===== src/rtl/ppio_pkg.sv =====
package ppio_pkg;
  localparam int unsigned PORT_W = 8;
  localparam int unsigned ADDR_W = 2;

  typedef enum logic [ADDR_W-1:0] {
    SEL_PA  = 2'd0,
    SEL_PB  = 2'd1,
    SEL_PC  = 2'd2,
    SEL_CFG = 2'd3
  } reg_sel_e;

  // configuration word bit positions
  localparam int unsigned CW_SET = 7;
  localparam int unsigned CW_A   = 4;
  localparam int unsigned CW_CU  = 3;
  localparam int unsigned CW_B   = 1;
  localparam int unsigned CW_CL  = 0;

  // 1 = input
  typedef struct packed {
    logic a_in;
    logic cu_in;
    logic b_in;
    logic cl_in;
  } dir_cfg_t;

  localparam dir_cfg_t DIR_RESET = '{a_in: 1'b1, cu_in: 1'b1, b_in: 1'b1, cl_in: 1'b1};
endpackage


===== src/rtl/ppio_rst_sync.sv =====
module ppio_rst_sync (
  input  logic clk,
  input  logic rst_n_async,
  output logic rst_n_sync
);
  logic [1:0] stage_q;

  always_ff @(posedge clk or negedge rst_n_async) begin
    if (!rst_n_async) stage_q <= 2'b00;
    else              stage_q <= {stage_q[0], 1'b1};
  end

  assign rst_n_sync = stage_q[1];
endmodule


===== src/rtl/ppio_cfg_reg.sv =====
module ppio_cfg_reg
  import ppio_pkg::*;
#(
  parameter int unsigned DW = PORT_W
) (
  input  logic          clk,
  input  logic          rst_n,
  input  logic          wr_en,
  input  logic [DW-1:0] wdata,
  output dir_cfg_t      dir
);
  dir_cfg_t dir_q, dir_d;
  logic     load;

  // only a word with the set flag reconfigures; mode fields are dropped
  assign load = wr_en & wdata[CW_SET];

  always_comb begin
    dir_d = dir_q;
    if (load) begin
      dir_d.a_in  = wdata[CW_A];
      dir_d.cu_in = wdata[CW_CU];
      dir_d.b_in  = wdata[CW_B];
      dir_d.cl_in = wdata[CW_CL];
    end
  end

  always_ff @(posedge clk or negedge rst_n) begin
    if (!rst_n)    dir_q <= DIR_RESET;
    else if (load) dir_q <= dir_d;
  end

  assign dir = dir_q;
endmodule


===== src/rtl/ppio_out_latch.sv =====
module ppio_out_latch #(
  parameter int unsigned W = 8
) (
  input  logic         clk,
  input  logic         rst_n,
  input  logic         wr_en,
  input  logic [W-1:0] wdata,
  output logic [W-1:0] q
);
  logic [W-1:0] q_r, q_d;

  always_comb begin
    q_d = q_r;
    if (wr_en) q_d = wdata;
  end

  always_ff @(posedge clk or negedge rst_n) begin
    if (!rst_n)     q_r <= '0;
    else if (wr_en) q_r <= q_d;
  end

  assign q = q_r;
endmodule


===== src/rtl/ppio_rd_mux.sv =====
module ppio_rd_mux
  import ppio_pkg::*;
#(
  parameter int unsigned W = PORT_W
) (
  input  logic              rd_en,
  input  logic [ADDR_W-1:0] addr,
  input  dir_cfg_t          dir,
  input  logic [W-1:0]      pa_pin,
  input  logic [W-1:0]      pb_pin,
  input  logic [W-1:0]      pc_pin,
  input  logic [W-1:0]      pa_lat,
  input  logic [W-1:0]      pb_lat,
  input  logic [W-1:0]      pc_lat,
  output logic [W-1:0]      rdata
);
  localparam int unsigned H = W / 2;

  logic [W-1:0] pc_view;
  logic [W-1:0] cfg_view;

  assign pc_view[W-1:H] = dir.cu_in ? pc_pin[W-1:H] : pc_lat[W-1:H];
  assign pc_view[H-1:0] = dir.cl_in ? pc_pin[H-1:0] : pc_lat[H-1:0];

  always_comb begin
    cfg_view         = '0;
    cfg_view[CW_SET] = 1'b1;
    cfg_view[CW_A]   = dir.a_in;
    cfg_view[CW_CU]  = dir.cu_in;
    cfg_view[CW_B]   = dir.b_in;
    cfg_view[CW_CL]  = dir.cl_in;
  end

  always_comb begin
    rdata = '0;
    if (rd_en) begin
      unique case (addr)
        SEL_PA:  rdata = dir.a_in ? pa_pin : pa_lat;
        SEL_PB:  rdata = dir.b_in ? pb_pin : pb_lat;
        SEL_PC:  rdata = pc_view;
        default: rdata = cfg_view;
      endcase
    end
  end
endmodule


===== src/rtl/ppio_ctrl.sv =====
module ppio_ctrl
  import ppio_pkg::*;
#(
  parameter int unsigned W = PORT_W
) (
  input  logic              clk,
  input  logic              rst_n,
  input  logic              host_sel,
  input  logic              host_rd,
  input  logic              host_wr,
  input  logic [ADDR_W-1:0] host_addr,
  input  logic [W-1:0]      host_wdata,
  output logic [W-1:0]      host_rdata,
  input  logic [W-1:0]      pa_in,
  output logic [W-1:0]      pa_out,
  output logic              pa_oe,
  input  logic [W-1:0]      pb_in,
  output logic [W-1:0]      pb_out,
  output logic              pb_oe,
  input  logic [W-1:0]      pc_in,
  output logic [W-1:0]      pc_out,
  output logic              pc_oe_hi,
  output logic              pc_oe_lo
);
  localparam int unsigned NUM_PORTS = 3;

  logic         rst_n_s;
  logic         wr_cyc;
  logic         rd_cyc;
  logic [3:0]   wr_hit;
  dir_cfg_t     dir;
  logic [W-1:0] lat_q [NUM_PORTS];

  ppio_rst_sync u_rst (
    .clk         (clk),
    .rst_n_async (rst_n),
    .rst_n_sync  (rst_n_s)
  );

  assign wr_cyc = host_sel & host_wr;
  assign rd_cyc = host_sel & host_rd;

  always_comb begin
    wr_hit = '0;
    if (wr_cyc) wr_hit[host_addr] = 1'b1;
  end

  ppio_cfg_reg #(.DW(W)) u_cfg (
    .clk   (clk),
    .rst_n (rst_n_s),
    .wr_en (wr_hit[SEL_CFG]),
    .wdata (host_wdata),
    .dir   (dir)
  );

  for (genvar p = 0; p < NUM_PORTS; p++) begin : g_lat
    ppio_out_latch #(.W(W)) u_lat (
      .clk   (clk),
      .rst_n (rst_n_s),
      .wr_en (wr_hit[p]),
      .wdata (host_wdata),
      .q     (lat_q[p])
    );
  end

  ppio_rd_mux #(.W(W)) u_rd (
    .rd_en  (rd_cyc),
    .addr   (host_addr),
    .dir    (dir),
    .pa_pin (pa_in),
    .pb_pin (pb_in),
    .pc_pin (pc_in),
    .pa_lat (lat_q[SEL_PA]),
    .pb_lat (lat_q[SEL_PB]),
    .pc_lat (lat_q[SEL_PC]),
    .rdata  (host_rdata)
  );

  assign pa_out   = lat_q[SEL_PA];
  assign pb_out   = lat_q[SEL_PB];
  assign pc_out   = lat_q[SEL_PC];
  assign pa_oe    = ~dir.a_in;
  assign pb_oe    = ~dir.b_in;
  assign pc_oe_hi = ~dir.cu_in;
  assign pc_oe_lo = ~dir.cl_in;
endmodule


===== config.mk =====
export PLATFORM = sky130hd
export DESIGN_NAME = ppio_ctrl
export DESIGN_NICKNAME = d
export VERILOG_FILES = /design/src/rtl/ppio_pkg.sv /design/src/rtl/ppio_rst_sync.sv /design/src/rtl/ppio_cfg_reg.sv /design/src/rtl/ppio_out_latch.sv /design/src/rtl/ppio_rd_mux.sv /design/src/rtl/ppio_ctrl.sv
export SDC_FILE = /design/constraint.sdc
export NUM_CORES = 1
export LEC_CHECK = 0
export BUFFER_PORTS_ARGS = -buffer_cell sky130_fd_sc_hd__buf_2
export CAP_MARGIN = 30
export CORE_MARGIN = 4
export CORE_UTILIZATION = 35
export CTS_BUF_LIST = sky130_fd_sc_hd__clkbuf_4
export CTS_CLUSTER_SIZE = 16
export DETAILED_ROUTE_END_ITERATION = 6
export GPL_ROUTABILITY_DRIVEN = 1
export PLACE_DENSITY = 0.7
export SLEW_MARGIN = 20
export SYNTH_ARGS = -nofsm -noshare
export SYNTH_HDL_FRONTEND = slang
export SYNTH_SLANG_ARGS = --single-unit

===== constraint.sdc =====
create_clock -name clk -period 1.4 [get_ports clk]
set_input_delay 0.14 -clock clk [delete_from_list [all_inputs] [get_ports clk]]
set_output_delay 0.14 -clock clk [all_outputs]
set_load 0.05 [all_outputs]

==> run_results.csv <==
group,metric,value,unit
placed_design,dpl.hpwl,3650,um
detailed_routing,wl_per_cell,17.5,um
yosys,syn_avg_cell_area,12.3,um2
timing,setup_violations,9,
yosys,ys_warn_count,0,
die,die_area,5890,um2
finish,final_cells,279,
timing,clock_skew,0.0102,ns
detailed_routing,first_pass_iters,2,
clocking,clock_sinks,30,
hold_path,hold_depth,2,
clocking,cts_root_buffer,"clkbuf_4",
yosys,syn_area,1650,um2
worst_setup_path,cp-start-kind,"flop",
die,die_h,76.7,um
yosys,ys_types,22,
grt,antenna_found_initial,0,
job,max_cap_violations,0,
grt,grt_pass1_vias,1508,
detailed_routing,num_vias,1394,
pwr,powerDensity,1440,nW/um2
placed_design,dpl-instance-area,2350,um2
yosys,synthTopCellsByArea,"dfrtp_1 39%, mux2_2 25%, mux2i_1 10%, dfstp_2 6.4%, o22a_1 3.7%",
status,violations,"setup timing",
detailed_routing,via_per_inst,5.00,
status,status,"complete, but fails checks",
clocking,cts_inserted_buffers,5,
pwr,power,3690,uW
timing,hold_violations,0,
die,start_util,0.370,
detailed_routing,wirelength,4880,um
hold_path,hold_path.class,"in2reg",
timing,min_period_over_period,1.35,
finish,most-common-layout-cells,"62 x buf_2, 32 x mux2_2, 17 x mux2i_1",
timing,slew_violations,0,
die,fp.coreArea,4470,um2
clocking,worstSkewPairLatency,0.33,ns
yosys,postSynthNetCount,173,
clocking,htree_levels,2,
finish,fin_area,2560,um2
yosys,synth_seq_area_share,0.457,
worst_setup_path,cp-end-kind,"output pin",
placed_design,port_buffers,74,
finish,layout-drive-gt1-share,0.784,
grt,grt_start_max_net_pins,29,
finish,finalNetCount,265,
yosys,synth_top_area_frac,0.393,
grt,overflow,0,
worst_setup_path,critPathArrivalTime,1.75,ns
placed_design,dp_cells,270,
finish,syn2layout_area_growth,55.0,%
grt,grt_pass1_wl,7720,um
worst_setup_path,worstPathRequired,1.26,ns
grt,grt_usage,0.169,
die,die_w,76.7,um
detailed_routing,drc_errors,0,
clocking,path_clk_slew,0.10,ns
clocking,cts_tree,"yes",
timing,fin_setup_tns,-3.70,ns
yosys,synth_cells,134,
placed_design,gp_congestion,0.784,
placed_design,dp_worst_setup_slack,-0.210,ns
pwr,ir_drop,0.592,mV
worst_setup_path,crit_fanout,7,
worst_setup_path,r2r_cells,2,
clocking,clk_path_buf_depth,2,
finish,final_common_cell,"buf_2",
detailed_routing,detail-route-antenna-nets,0,
timing,finalCriticalPeriod,1.89,ns
detailed_routing,drt-initial-drc-count,63,
die,rows,24,
die,ioPinCount,75,
finish,antenna-diode-count,0,
timing,setup_slack,-0.492,ns
yosys,synth_largest_area_cell,"dfrtp_1",
timing,rsz0062_at_grt,"true",
yosys,synth-seq-cells,30,
worst_setup_path,path_class,"reg2out",
pwr,leakage,0.00117,uW
timing,max_freq,529,MHz
## cell type report
type	instances	area, um2
fillers	378	1910
multi-input cells	91	978
flip-flops and latches	30	773
repair buffers	93	672
well taps	52	65.1
clock buffers	6	45.0
inverters	5	21.3
clock inverters	2	8.76
## sequential cells by signal, indices dropped and copies added (netlist names)
name / flops
u_cfg.dir: 4
u_rst.stage_q: 2
g_lat.u_lat.q: 24
## timing repair
item | in CTS | in global routing
buffers inserted | 1 | 0
resized for setup | 41 | 7
hold endpoints to repair | 2 | 0
endpoints found under the setup margin | 11 | 12
pin swaps | 8 | 5
hold buffers | 1 | 0
## metal layers
| layer | part of all wire | track usage |
|---|---|---|
| met1 | 0.41 | 0.193 |
| met2 | 0.52 | 0.301 |
| met3 | 0.057 | 0.0527 |
| met4 | 0.0086 | 0.0489 |
| met5 | 0 | 0 |
## critical path: stages, from the launching register on
cell,delay (ns)
dfstp_2,0.60
buf_12,0.13
mux2_4,0.31
o21ai_4,0.15
a21oi_4,0.07
buf_6,0.16
## where the power goes
group	internal (uW)	leakage [uW]	switching, uW
Combinational	755	0.000803	1160
Clock	208	0.0000331	299
Sequential	1090	0.000338	178
Total	2050	0.00117	1640
## metrics by stage
| stage | hold WS (ns) | util |
|---|---|---|
| global placement | -0.0753 | 0.525 |
| CTS | 0.0626 | 0.570 |
| floorplan | -0.156 | - |
| detailed placement | -0.0739 | 0.525 |
| finish | 0.0752 | 0.573 |
| global route | 0.0530 | 0.573 |
## path summary, 6_finish.rpt
| kind | slack (ns) | start | to |
|---|---|---|---|
| worst min-delay path | 0.08 | host_wdata[2] | g_lat[2].u_lat.q[2] |
| worst min register to register | 0.24 | u_rst.stage_q[1] | g_lat[1].u_lat.q[3] |
| worst max-delay path | -0.49 | u_cfg.dir[1] | host_rdata[3] |
| max in group asynchronous | 0.84 | u_rst.stage_q[1] | u_cfg.dir[0] |
| min in group asynchronous | 0.13 | rst_n | u_rst.stage_q[1] |
| worst max register to register | 0.43 | u_cfg.dir[0] | u_cfg.dir[0] |
## cell usage after synthesis
cell type,count
or2_2,1
o221a_2,1
mux2i_1,17
nor2_4,1
or2_1,1
a21oi_1,7
dfstp_2,4
nand3_2,1
o21ai_0,8
or3_4,1
o22a_1,7
conb_1,1
dfrtp_1,26
mux2_2,36
inv_1,5
nand2_1,6
and2_1,1
and2b_2,1
buf_6,3
clkbuf_1,2
nand2b_4,1
buf_2,3
## kinds of logic (layout without fill, tap and decap cells)
group / count (synthesis) / count (layout) / share of synthesized area
AND/OR/NAND/NOR: 14 / 14 / 0.0582
AO/OA/AOI/OAI: 23 / 23 / 0.0893
flip-flops: 30 / 30 / 0.457
other: 1 / 1 / 0.00227
multiplexers: 53 / 53 / 0.348
buffers and inverters: 13 / 106 / 0.0454
No activity file was read; power rests on OpenSTA's default activity.
